### src/rtl/bcd_pkg.sv
package bcd_pkg;
   localparam int BYTE_W = 8;
   localparam int LEN_W  = 2 * BYTE_W;
   localparam int FLAG_W = BYTE_W - 1;

   // flag bit positions inside a transfer opcode
   localparam int FLAG_BITS = 1;
   localparam int FLAG_DOUT = 4;

   localparam logic [BYTE_W-1:0] OP_SET_LO  = 8'h80;
   localparam logic [BYTE_W-1:0] OP_GET_LO  = 8'h81;
   localparam logic [BYTE_W-1:0] OP_SET_HI  = 8'h82;
   localparam logic [BYTE_W-1:0] OP_GET_HI  = 8'h83;
   localparam logic [BYTE_W-1:0] OP_LB_ON   = 8'h84;
   localparam logic [BYTE_W-1:0] OP_LB_OFF  = 8'h85;
   localparam logic [BYTE_W-1:0] OP_DIV     = 8'h86;
   localparam logic [BYTE_W-1:0] OP_PUSH    = 8'h87;
   localparam logic [BYTE_W-1:0] OP_WAIT_HI = 8'h88;
   localparam logic [BYTE_W-1:0] OP_WAIT_LO = 8'h89;

   typedef enum logic [2:0] {
      ST_OP   = 3'd0,
      ST_ARG  = 3'd1,
      ST_DESC = 3'd2,
      ST_PAY  = 3'd3,
      ST_WAIT = 3'd4
   } dec_state_e;

   function automatic logic op_known(input logic [BYTE_W-1:0] op);
      return (op >= OP_SET_LO) && (op <= OP_WAIT_LO);
   endfunction
endpackage

### src/rtl/bcd_sync.sv
module bcd_sync #(
   parameter int W      = 8,
   parameter int STAGES = 2
) (
   input  logic         clk,
   input  logic         rst_n,
   input  logic [W-1:0] d,
   output logic [W-1:0] q
);
   generate
      if (W < 1) begin : g_bad_w
         $error("bcd_sync: W must be at least 1");
      end
      if (STAGES < 0) begin : g_bad_stages
         $error("bcd_sync: STAGES must not be negative");
      end

      if (STAGES == 0) begin : g_thru
         assign q = d;
      end else begin : g_chain
         logic [W-1:0] stg [STAGES];
         always_ff @(posedge clk or negedge rst_n) begin
            if (!rst_n) begin
               for (int i = 0; i < STAGES; i++) stg[i] <= '0;
            end else begin
               stg[0] <= d;
               for (int i = 1; i < STAGES; i++) stg[i] <= stg[i-1];
            end
         end
         assign q = stg[STAGES-1];
      end
   endgenerate
endmodule

### src/rtl/bcd_gpio_bank.sv
module bcd_gpio_bank #(
   parameter int W = 8
) (
   input  logic         clk,
   input  logic         rst_n,
   input  logic         wr_en,
   input  logic [W-1:0] wr_val,
   input  logic [W-1:0] wr_dir,
   output logic [W-1:0] pin_out,
   output logic [W-1:0] pin_oe
);
   generate
      if (W < 1) begin : g_bad_w
         $error("bcd_gpio_bank: W must be at least 1");
      end
   endgenerate

   always_ff @(posedge clk or negedge rst_n) begin
      if (!rst_n) begin
         pin_out <= '0;
         pin_oe  <= '0;
      end else if (wr_en) begin
         pin_out <= wr_val;
         pin_oe  <= wr_dir;
      end
   end

   // drive enables move only as the result of a bank write
   p_dir_only_on_write_r2: assert property (@(posedge clk) disable iff (!rst_n)
      !$stable(pin_oe) |-> $past(wr_en));
endmodule

### src/rtl/bcd_resp.sv
module bcd_resp #(
   parameter int W = 8
) (
   input  logic         clk,
   input  logic         rst_n,
   input  logic         ld_one,
   input  logic         ld_two,
   input  logic [W-1:0] b0,
   input  logic [W-1:0] b1,
   output logic [W-1:0] out_data,
   output logic         out_valid,
   input  logic         out_ready,
   output logic         busy
);
   logic [W-1:0] q0, q1;
   logic [1:0]   cnt;

   always_ff @(posedge clk or negedge rst_n) begin
      if (!rst_n) begin
         q0  <= '0;
         q1  <= '0;
         cnt <= 2'd0;
      end else if (ld_two) begin
         q0  <= b0;
         q1  <= b1;
         cnt <= 2'd2;
      end else if (ld_one) begin
         q0  <= b0;
         cnt <= 2'd1;
      end else if (out_valid && out_ready) begin
         q0  <= q1;
         cnt <= cnt - 2'd1;
      end
   end

   assign out_valid = (cnt != 2'd0);
   assign out_data  = q0;
   assign busy      = out_valid;

   // a response byte stays put until the transmit FIFO takes it
   p_tx_hold_r4: assert property (@(posedge clk) disable iff (!rst_n)
      out_valid && !out_ready |=> out_valid && $stable(out_data));

   // a new response is only loaded once the previous one is gone
   p_load_idle_r12: assert property (@(posedge clk) disable iff (!rst_n)
      (ld_one || ld_two) |-> !out_valid);
endmodule

### src/rtl/byte_cmd_decoder.sv
module byte_cmd_decoder
   import bcd_pkg::*;
#(
   parameter int              GPIO_W      = 8,
   parameter int              SYNC_STAGES = 2,
   parameter int              WAIT_PIN    = 1,
   parameter logic [BYTE_W-1:0] BAD_MARK  = 8'hFA
) (
   input  logic              clk,
   input  logic              rst_n,
   input  logic [BYTE_W-1:0] rx_data,
   input  logic              rx_valid,
   output logic              rx_ready,
   output logic [BYTE_W-1:0] tx_data,
   output logic              tx_valid,
   input  logic              tx_ready,
   output logic              tx_flush,
   output logic              xfer_valid,
   input  logic              xfer_ready,
   output logic [FLAG_W-1:0] xfer_flags,
   output logic [LEN_W-1:0]  xfer_len,
   output logic [BYTE_W-1:0] pay_data,
   output logic              pay_valid,
   input  logic              pay_ready,
   output logic              loopback_en,
   output logic [LEN_W-1:0]  clk_div,
   input  logic [GPIO_W-1:0] gpio_lo_in,
   output logic [GPIO_W-1:0] gpio_lo_out,
   output logic [GPIO_W-1:0] gpio_lo_oe,
   input  logic [GPIO_W-1:0] gpio_hi_in,
   output logic [GPIO_W-1:0] gpio_hi_out,
   output logic [GPIO_W-1:0] gpio_hi_oe
);
   localparam int NBANK = 2;
   localparam int CNT_W = LEN_W + 1;

   generate
      if (GPIO_W < 2 || GPIO_W > BYTE_W) begin : g_bad_gpio
         $error("byte_cmd_decoder: GPIO_W must lie in 2..8");
      end
      if (WAIT_PIN < 0 || WAIT_PIN >= GPIO_W) begin : g_bad_wait
         $error("byte_cmd_decoder: WAIT_PIN outside the low bank");
      end
   endgenerate

   dec_state_e        state;
   logic [BYTE_W-1:0] op_q;
   logic              arg_two;
   logic              arg_idx;
   logic [BYTE_W-1:0] arg0;
   logic [LEN_W-1:0]  len_q;
   logic [CNT_W-1:0]  pay_cnt;
   logic              wait_lvl;
   logic              loop_q;
   logic [LEN_W-1:0]  div_q;
   logic              flush_q;

   logic              rx_take;
   logic              arg_last;
   logic [BYTE_W-1:0] arg_lsb, arg_msb;
   logic              resp_busy;
   logic              ld_one, ld_two;
   logic [BYTE_W-1:0] resp_b0, resp_b1;

   logic [NBANK-1:0][GPIO_W-1:0] pin_raw, pin_sync, bank_out, bank_oe;
   logic [NBANK-1:0]             bank_wr;

   // ---------------- GPIO banks ----------------
   assign pin_raw[0] = gpio_lo_in;
   assign pin_raw[1] = gpio_hi_in;

   generate
      for (genvar b = 0; b < NBANK; b++) begin : g_bank
         localparam logic [BYTE_W-1:0] SET_OP = OP_SET_LO + BYTE_W'(2 * b);

         bcd_sync #(.W(GPIO_W), .STAGES(SYNC_STAGES)) u_sync (
            .clk   (clk),
            .rst_n (rst_n),
            .d     (pin_raw[b]),
            .q     (pin_sync[b])
         );

         assign bank_wr[b] = arg_last && (op_q == SET_OP);

         bcd_gpio_bank #(.W(GPIO_W)) u_bank (
            .clk     (clk),
            .rst_n   (rst_n),
            .wr_en   (bank_wr[b]),
            .wr_val  (arg_lsb[GPIO_W-1:0]),
            .wr_dir  (arg_msb[GPIO_W-1:0]),
            .pin_out (bank_out[b]),
            .pin_oe  (bank_oe[b])
         );
      end
   endgenerate

   assign gpio_lo_out = bank_out[0];
   assign gpio_lo_oe  = bank_oe[0];
   assign gpio_hi_out = bank_out[1];
   assign gpio_hi_oe  = bank_oe[1];

   // ---------------- byte intake ----------------
   always_comb begin
      case (state)
         ST_OP:   rx_ready = !resp_busy;
         ST_ARG:  rx_ready = 1'b1;
         ST_PAY:  rx_ready = pay_ready;
         default: rx_ready = 1'b0;
      endcase
   end

   assign rx_take  = rx_valid && rx_ready;
   assign arg_last = (state == ST_ARG) && rx_take && (arg_idx || !arg_two);
   assign arg_lsb  = arg_two ? arg0    : rx_data;
   assign arg_msb  = arg_two ? rx_data : '0;

   // ---------------- response selection ----------------
   always_comb begin
      ld_one  = 1'b0;
      ld_two  = 1'b0;
      resp_b0 = BAD_MARK;
      resp_b1 = rx_data;
      if (state == ST_OP && rx_take && rx_data[BYTE_W-1]) begin
         if (!op_known(rx_data)) begin
            ld_two = 1'b1;
         end
         for (int b = 0; b < NBANK; b++) begin
            if (rx_data == OP_GET_LO + BYTE_W'(2 * b)) begin
               ld_one  = 1'b1;
               resp_b0 = '0;
               resp_b0[GPIO_W-1:0] = pin_sync[b];
            end
         end
      end
   end

   bcd_resp #(.W(BYTE_W)) u_resp (
      .clk       (clk),
      .rst_n     (rst_n),
      .ld_one    (ld_one),
      .ld_two    (ld_two),
      .b0        (resp_b0),
      .b1        (resp_b1),
      .out_data  (tx_data),
      .out_valid (tx_valid),
      .out_ready (tx_ready),
      .busy      (resp_busy)
   );

   // ---------------- decode sequencer ----------------
   always_ff @(posedge clk or negedge rst_n) begin
      if (!rst_n) begin
         state    <= ST_OP;
         op_q     <= '0;
         arg_two  <= 1'b0;
         arg_idx  <= 1'b0;
         arg0     <= '0;
         len_q    <= '0;
         pay_cnt  <= '0;
         wait_lvl <= 1'b0;
         loop_q   <= 1'b0;
         div_q    <= '0;
         flush_q  <= 1'b0;
      end else begin
         flush_q <= 1'b0;
         case (state)
            ST_OP: begin
               if (rx_take) begin
                  if (!rx_data[BYTE_W-1]) begin
                     op_q    <= rx_data;
                     arg_two <= !rx_data[FLAG_BITS];
                     arg_idx <= 1'b0;
                     state   <= ST_ARG;
                  end else begin
                     case (rx_data)
                        OP_SET_LO, OP_SET_HI, OP_DIV: begin
                           op_q    <= rx_data;
                           arg_two <= 1'b1;
                           arg_idx <= 1'b0;
                           state   <= ST_ARG;
                        end
                        OP_LB_ON:  loop_q  <= 1'b1;
                        OP_LB_OFF: loop_q  <= 1'b0;
                        OP_PUSH:   flush_q <= 1'b1;
                        OP_WAIT_HI, OP_WAIT_LO: begin
                           wait_lvl <= (rx_data == OP_WAIT_HI);
                           state    <= ST_WAIT;
                        end
                        default: ;
                     endcase
                  end
               end
            end
            ST_ARG: begin
               if (rx_take) begin
                  if (!arg_last) begin
                     arg0    <= rx_data;
                     arg_idx <= 1'b1;
                  end else if (op_q == OP_DIV) begin
                     div_q <= {arg_msb, arg_lsb};
                     state <= ST_OP;
                  end else if (op_q[BYTE_W-1]) begin
                     state <= ST_OP;
                  end else begin
                     len_q <= {arg_msb, arg_lsb};
                     state <= ST_DESC;
                  end
               end
            end
            ST_DESC: begin
               if (xfer_ready) begin
                  if (op_q[FLAG_DOUT]) begin
                     pay_cnt <= op_q[FLAG_BITS] ? CNT_W'(1)
                                                : CNT_W'(len_q) + CNT_W'(1);
                     state   <= ST_PAY;
                  end else begin
                     state <= ST_OP;
                  end
               end
            end
            ST_PAY: begin
               if (rx_take) begin
                  pay_cnt <= pay_cnt - CNT_W'(1);
                  if (pay_cnt == CNT_W'(1)) state <= ST_OP;
               end
            end
            ST_WAIT: begin
               if (pin_sync[0][WAIT_PIN] == wait_lvl) state <= ST_OP;
            end
            default: state <= ST_OP;
         endcase
      end
   end

   assign xfer_valid  = (state == ST_DESC);
   assign xfer_flags  = op_q[FLAG_W-1:0];
   assign xfer_len    = len_q;
   assign pay_valid   = (state == ST_PAY) && rx_valid;
   assign pay_data    = rx_data;
   assign loopback_en = loop_q;
   assign clk_div     = div_q;
   assign tx_flush    = flush_q;

   // ---------------- assertions ----------------
   // no new byte is pulled while a response is still waiting
   p_resp_before_intake_r12: assert property (@(posedge clk) disable iff (!rst_n)
      rx_ready |-> !tx_valid);

   // a flush request never overtakes a pending response byte
   p_flush_after_resp_r7: assert property (@(posedge clk) disable iff (!rst_n)
      tx_flush |-> !tx_valid);

   // descriptor held steady until accepted
   p_desc_hold_r8: assert property (@(posedge clk) disable iff (!rst_n)
      xfer_valid && !xfer_ready |=> xfer_valid && $stable(xfer_len) && $stable(xfer_flags));

   // payload never overlaps an unaccepted descriptor
   p_pay_after_desc_r10: assert property (@(posedge clk) disable iff (!rst_n)
      pay_valid |-> !xfer_valid);

   // divisor changes only as an argument is consumed
   p_div_from_args_r6: assert property (@(posedge clk) disable iff (!rst_n)
      !$stable(clk_div) |-> $past(state == ST_ARG && rx_take));
endmodule

### config.mk
export PLATFORM = sky130hd
export DESIGN_NAME = byte_cmd_decoder
export DESIGN_NICKNAME = d
export VERILOG_FILES = /design/src/rtl/bcd_pkg.sv /design/src/rtl/bcd_sync.sv /design/src/rtl/bcd_gpio_bank.sv /design/src/rtl/bcd_resp.sv /design/src/rtl/byte_cmd_decoder.sv
export SDC_FILE = /design/constraint.sdc
export NUM_CORES = 1
export LEC_CHECK = 0
export CORE_MARGIN = 8
export CORE_UTILIZATION = 53
export DETAILED_ROUTE_END_ITERATION = 16
export PLACE_DENSITY = 0.8
export SYNTH_ARGS = -nofsm -noshare
export SYNTH_HDL_FRONTEND = slang
export SYNTH_SLANG_ARGS = --single-unit
### constraint.sdc
create_clock -name clk -period 2.03 [get_ports clk]
set_input_delay 0.406 -clock clk [delete_from_list [all_inputs] [get_ports clk]]
set_output_delay 0.406 -clock clk [all_outputs]
set_load 0.05 [all_outputs]
==> results of run 1 <==
cells in the mapped netlist (all sizes together), types with 2 or more instances:
cell	n
clkbuf	23
o31ai	3
a21oi	37
inv	17
o22ai	4
or2	2
mux2	41
a31oi	4
a22oi	11
o21ai	65
nor3	19
a22o	2
nand3b	2
nand2b	3
nor3b	2
a211oi	2
o41ai	4
nand2	72
nor4	10
ha	4
or3	3
and2	9
a221o	2
dfrtp	155
a32oi	2
nand3	9
nand4	5
o221ai	2
nor2b	9
o311ai	2
xor2	12
buf	25
mux2i	12
xnor2	4
nor2	44
area by class of cell:
cell class                      instances  area, µm²
Fill cell                             829       3150
Clock buffer                           17        425
Timing Repair Buffer                  197       1980
Clock inverter                         15        180
Inverter                               17       63.8
Sequential cell                       155       3880
Tap cell                              172        215
Multi-Input combinational cell        416       2720
what timing repair did:
| item | in CTS | in global routing |
|---|---|---|
| setup endpoints to repair | 21 | 95 |
| gates resized for setup | 22 | 55 |
| endpoints found under the hold margin | 48 | 0 |
| hold buffers | 1 | 0 |
| pin swaps | 1 | 5 |
| buffers inserted | 1 | 5 |
state kept, by name, summed over array words and instances, names as in the netlist, 16 cells and up:
signal	cells
xfer_len	16
pay_cnt	17
g_bank.u_bank.pin_oe	16
g_bank.u_sync.q	16
g_bank.u_sync.g_chain.stg	16
g_bank.u_bank.pin_out	16
clk_div	16
critical path, cell delays in order (launching register included):
cell     delay (ps)
dfrtp_1         400
inv_2            80
ha_4            160
nor2_2           60
nor2_2          120
a21oi_2          50
nor2_2          200
buf_12          170
metal layers:
layer / GRT usage [%] / wire (µm) / vias up
met5: 0 / 0 / -
met4: 10.2 / 742 / 0
met3: 6.08 / 1250 / 60
met2: 39.8 / 10200 / 231
met1: 28.1 / 7940 / 2815
li1: - / - / 2573
power breakdown:
group | switching (mW) | internal [mW] | leakage (nW)
logic | 4.42 | 2.52 | 2.64
registers | 0.886 | 4.01 | 1.97
clock network | 1.45 | 1.76 | 0.289
stage by stage:
step / utilization [%] / worst slack, ps
6_report: 75.0 / -31.9
5_1_grt: 75.0 / -78.9
4_1_cts: 73.4 / -45.7
3_5_place_dp: 68.5 / -350
3_3_place_gp: 68.5 / -261
2_1_floorplan: - / 139
kinds of logic (layout without fill, tap and decap cells):
group                      after synthesis  in the layout  synth area share [%]
muxes                                   53             53                  8.74
AOI/OAI and AO/OA                      148            148                  12.9
xor gates and xnor gates                16             16                  2.05
adders and majority gates                4              4                 0.733
DFF                                    155            155                  56.8
buffers and inverters                   65            246                  4.69
and+or+nand+nor                        195            195                  14.0
worst max-delay path by stage:
| stage | from | endpoint | slack (ps) |
|---|---|---|---|
| finish | u_resp.cnt[1] | rx_ready | -30 |
| detailed placement | rx_data[6] | state[1] | -350 |
| global route | u_resp.cnt[1] | rx_ready | -80 |
| global placement | rx_data[6] | op_q[3] | -260 |
| floorplan | u_resp.cnt[0] | rx_ready | 140 |
| CTS | u_resp.cnt[0] | rx_ready | -50 |
==> impl_metrics.env, run 1 <==
export IMPL_vias_per_cell=5.74
export IMPL_synth_flop_cell="dfrtp_1"
export IMPL_start_util_pct=54.1
export IMPL_setup_tns_ps=-31.9
export IMPL_areaGrowthSynthToFinish_pct=38.7
export IMPL_final_antenna_net_count=0
export IMPL_place_gp_congestion=0.964
export IMPL_whs_path_depth=0
export IMPL_timing_hold_violations_final=0
export IMPL_reg2reg_slack_ps=90
export IMPL_root_buffer="clkbuf_16"
export IMPL_core_um2=12600
export IMPL_die_y_um=129
export IMPL_skew_ps=9.38
export IMPL_grt_max_degree=53
export IMPL_syn_cell_area_um2=6830
export IMPL_setup_viol=1
export IMPL_r2r_end="g_bank[0].u_bank.pin_oe[2]"
export IMPL_std_cell_rows=41
export IMPL_mostFrequentLayoutCell="dfrtp_1"
export IMPL_fp_dieW_um=129
export IMPL_outcome="complete, but fails checks"
export IMPL_yosys_area_top_type="dfrtp_1"
export IMPL_worst_pin_slew_ps=584
export IMPL_finalInstanceArea_um2=9470
export IMPL_reg2reg_depth=6
export IMPL_fmax_mhz=485
export IMPL_ys_seq_area_share_pct=56.8
export IMPL_drv_slew=0
export IMPL_rsz0062_at_grt="true"
export IMPL_drc=0
export IMPL_yosysWarnings=0
export IMPL_netlist_area_leader_share_pct=56.8
export IMPL_nNetsFinal=838
export IMPL_grt_overflow=0
export IMPL_portBuffers=122
export IMPL_cts_tree="yes"
export IMPL_routed_wl_mm=20.1
export IMPL_cts_buffers=17
export IMPL_dpl_hpwl_mm=14.1
export IMPL_dp_cells=950
export IMPL_fp_dieArea_um2=16800
export IMPL_htreeDepth=4
export IMPL_start_kind="register"
export IMPL_power_per_cell_area_nw_per_um2=1590
export IMPL_violations="negative setup slack"
export IMPL_wl_per_cell_um=20.3
export IMPL_fin_crit_ps=2060
export IMPL_antennaDiodeCount=0
export IMPL_p_leak_nw=4.90
export IMPL_drv_cap=0
export IMPL_worst_slack_ps=-31.9
export IMPL_grt_pass1_wl_mm=30.7
export IMPL_synthCells=636
export IMPL_final_cell_mix="dfrtp_1, buf_4, nand2_1"
export IMPL_first_iter_violations=411
export IMPL_instances_no_fill=989
export IMPL_min_from="g_bank[1].u_sync.g_chain.stg[8]"
export IMPL_path_class="register to primary output"
export IMPL_cts_reportedPaths_clkPinSlew_ps=70
export IMPL_yosysUniqueCellTypes=60
export IMPL_total_power_mw=15.0
export IMPL_crit_arrival_ps=1660
export IMPL_holdWs_ps=348
export IMPL_crit_fanout=3
export IMPL_grt_pass1_vias=5887
export IMPL_avgSynthCellArea_um2=10.7
export IMPL_place_area_um2=8640
export IMPL_r2r_start="state[2]"
export IMPL_cts_buffer_depth=2
export IMPL_finalCritPeriodShare_pct=102
export IMPL_drive_above_1_share_pct=25.8
export IMPL_ir_drop_v=0.000842
export IMPL_min_to="g_bank[1].u_sync.q[0]"
export IMPL_syn_nets=670
export IMPL_critPathRequiredTime_ps=1620
export IMPL_antenna_found_initial=0
export IMPL_synth_seq_cells=155
export IMPL_cp_end_kind="primary output"
export IMPL_synth_async_reset_ratio_pct=100
export IMPL_slew_headroom_pct=60.0
export IMPL_min_path_type="register to register"
export IMPL_dr_pass1_iters=5
export IMPL_ios=123
export IMPL_synthTopCellsByArea="dfrtp_1, mux2_2, o21ai_0"
export IMPL_num_vias=5679
export IMPL_track_usage_pct=23.6
export IMPL_clk_latency_ps=430
export IMPL_synth_edf_count=0
export IMPL_clkSinkCount=155
Note: power is estimated with default switching activity, not from simulation.
==> run 2, diff against run 1 <==
Settings changed: GPL_TIMING_DRIVEN set to 0.
==> run 2 against run 1 <==
Net effect:
- the flow still finishes with violations (negative setup slack)
- sequential share of layout area up 0.55 points
- first-iteration DRC count up 54%
- cell count down 0.51%
- global-route usage up 0.23 points
- final area down 1.3%
- worst setup slack worse by 62 ps
- worst hold slack worse by 280 ps
- total power down 0.46%
- critical path type unchanged
- largest power group unchanged
==> impl_metrics.env, run 2 (synthesized netlist as in run 1, its figures left out) <==
export IMPL_outcome="complete, but fails checks"
export IMPL_violations="negative setup slack"
export IMPL_p_int_mw=8.29
export IMPL_cts_buffers=17
export IMPL_setup_viol=1
export IMPL_vias_per_cell=5.86
export IMPL_sequentialPowerShare_pct=32.9
export IMPL_drv_cap=0
export IMPL_drive_above_1_share_pct=22.3
export IMPL_fill_cells=864
export IMPL_fp_dieW_um=129
export IMPL_crit_arrival_ps=1720
export IMPL_clock_power_share_pct=22.4
export IMPL_ios=123
export IMPL_rsz0062_at_grt="true"
export IMPL_timing_hold_violations_final=0
export IMPL_regMostFlops="pay_cnt"
export IMPL_largest_register_ffs=17
export IMPL_std_cell_rows=41
export IMPL_start_util_pct=54.1
export IMPL_p_sw_mw=6.69
export IMPL_grt_overflow=0
export IMPL_final_cell_mix="dfrtp_1, nand2_1, o21ai_0"
export IMPL_cpPeakStageDelay_ps=460
export IMPL_fp_dieArea_um2=16800
export IMPL_worst_slack_ps=-93.6
export IMPL_drv_slew=0
export IMPL_p_sw_share_pct=44.6
export IMPL_crit_chain="buf_8 > nand3b_1 > buf_8 > nor2_4 > buf_8"
export IMPL_nNetsFinal=831
export IMPL_dr_pass1_iters=7
export IMPL_ir_drop_v=0.00102
export IMPL_core_um2=12600
export IMPL_root_buffer="clkbuf_16"
export IMPL_clkSinkCount=155
export IMPL_routed_wl_mm=20.3
export IMPL_place_area_um2=8270
export IMPL_finalInstanceArea_um2=9350
export IMPL_post_route_util_pct=74.1
export IMPL_areaGrowthSynthToFinish_pct=36.9
export IMPL_path_buf_inv=3
export IMPL_place_gp_congestion=0.895
export IMPL_mostFrequentLayoutCell="dfrtp_1"
export IMPL_slew_headroom_pct=43.7
export IMPL_setup_tns_ps=-93.6
export IMPL_critPathRequiredTime_ps=1620
export IMPL_holdWs_ps=70.5
export IMPL_dpl_hpwl_mm=13.3
export IMPL_path_class="register to primary output"
export IMPL_worst_pin_slew_ps=844
export IMPL_cp_end_kind="primary output"
export IMPL_fin_crit_ps=2120
export IMPL_grt_pass1_vias=5798
export IMPL_drc=0
export IMPL_grt_pass1_wl_mm=30.8
export IMPL_cts_tree="yes"
export IMPL_wl_per_cell_um=20.6
export IMPL_final_antenna_net_count=0
export IMPL_p_leak_nw=4.79
export IMPL_crit_fanout=6
export IMPL_cp_common_cell="buf_8"
export IMPL_portBuffers=120
export IMPL_num_vias=5771
export IMPL_finalCritPeriodShare_pct=105
export IMPL_clk_latency_ps=430
export IMPL_skew_ps=13.3
export IMPL_track_usage_pct=23.9
export IMPL_cts_reportedPaths_clkPinSlew_ps=60
export IMPL_critPathTopFamily="buffers and inverters"
export IMPL_htreeDepth=4
export IMPL_power_frac_comb_pct=44.7
export IMPL_slowest_stage="dfrtp_2"
export IMPL_cts_buffer_depth=2
export IMPL_antenna_found_initial=2
export IMPL_first_iter_violations=631
export IMPL_min_path_type="input port to asynchronous set/reset pin"
export IMPL_power_per_cell_area_nw_per_um2=1600
export IMPL_die_y_um=129
export IMPL_total_power_mw=15.0
export IMPL_fmax_mhz=471
export IMPL_grt_max_degree=93
export IMPL_start_kind="register"
run 2: routing by layer:
| metal | part of all wire [%] | vias to the layer above | global-route usage [%] |
|---|---|---|---|
| met5 | 0 | - | 0 |
| met4 | 3.7 | 0 | 12.3 |
| met3 | 6.9 | 56 | 6.04 |
| met2 | 49 | 268 | 38.4 |
| met1 | 40 | 2893 | 29.2 |
| li1 | - | 2554 | - |
run 2: per-stage QoR:
stage               cells  setup slack [ps]
global placement      928             -5430
finish                984             -93.6
CTS                   969              -128
floorplan             636               139
global route          983              -128
detailed placement    929              -827
run 2: layout make-up:
type                    instances  area, µm²  area share, %
well taps                     172        215           2.30
inverters                      17       63.8          0.683
repair buffers                144       1430           15.3
multi-input cells             416       2800           29.9
clock inverters                14        183           1.95
flip-flops and latches        155       3880           41.6
plain buffers                  46        325           3.48
clock buffers                  18        439           4.70
diodes                          2       5.00         0.0536
run 2: worst register-to-register path, stage by stage, from the launching register on:
cell	delay (ps)
dfrtp_2	460
nor4_4	330
nand4_1	150
buf_4	180
nor3_4	230
buf_6	200
mux2_2	350
run 2: what timing repair did:
| item | in CTS | in global routing |
|---|---|---|
| hold endpoints to repair | 0 | 0 |
| pin swaps | 7 | 9 |
| endpoints found under the setup margin | 130 | 122 |
| setup buffers | 9 | 14 |
| hold buffers | 0 | 0 |
| resized for setup | 118 | 76 |
run 2: final timing paths:
check	from	end	slack (ps)	cells past startpoint
max in group asynchronous	rst_n	g_bank[0].u_bank.pin_oe[4]	1170	2
worst min-delay path	rst_n	pay_cnt[12]	70	1
worst min register to register	g_bank[1].u_sync.g_chain.stg[15]	g_bank[1].u_sync.q[7]	350	0
min in group clk	rx_data[7]	clk_div[15]	340	3
worst max register to register	op_q[4]	g_bank[0].u_bank.pin_oe[4]	0	6
worst max-delay path	state[2]	pay_valid	-90	5
run 2: power by group through the flow:
stage / logic, mW / registers (mW) / clock network [mW]
4_1_cts: 6.43 / 4.84 / 3.38
5_1_grt: 7.10 / 5.03 / 3.51
3_3_place_gp: 6.28 / 4.81 / 0
3_5_place_dp: 6.40 / 4.85 / 0
2_1_floorplan: 2.71 / 6.28 / 0
6_report: 6.69 / 4.93 / 3.35
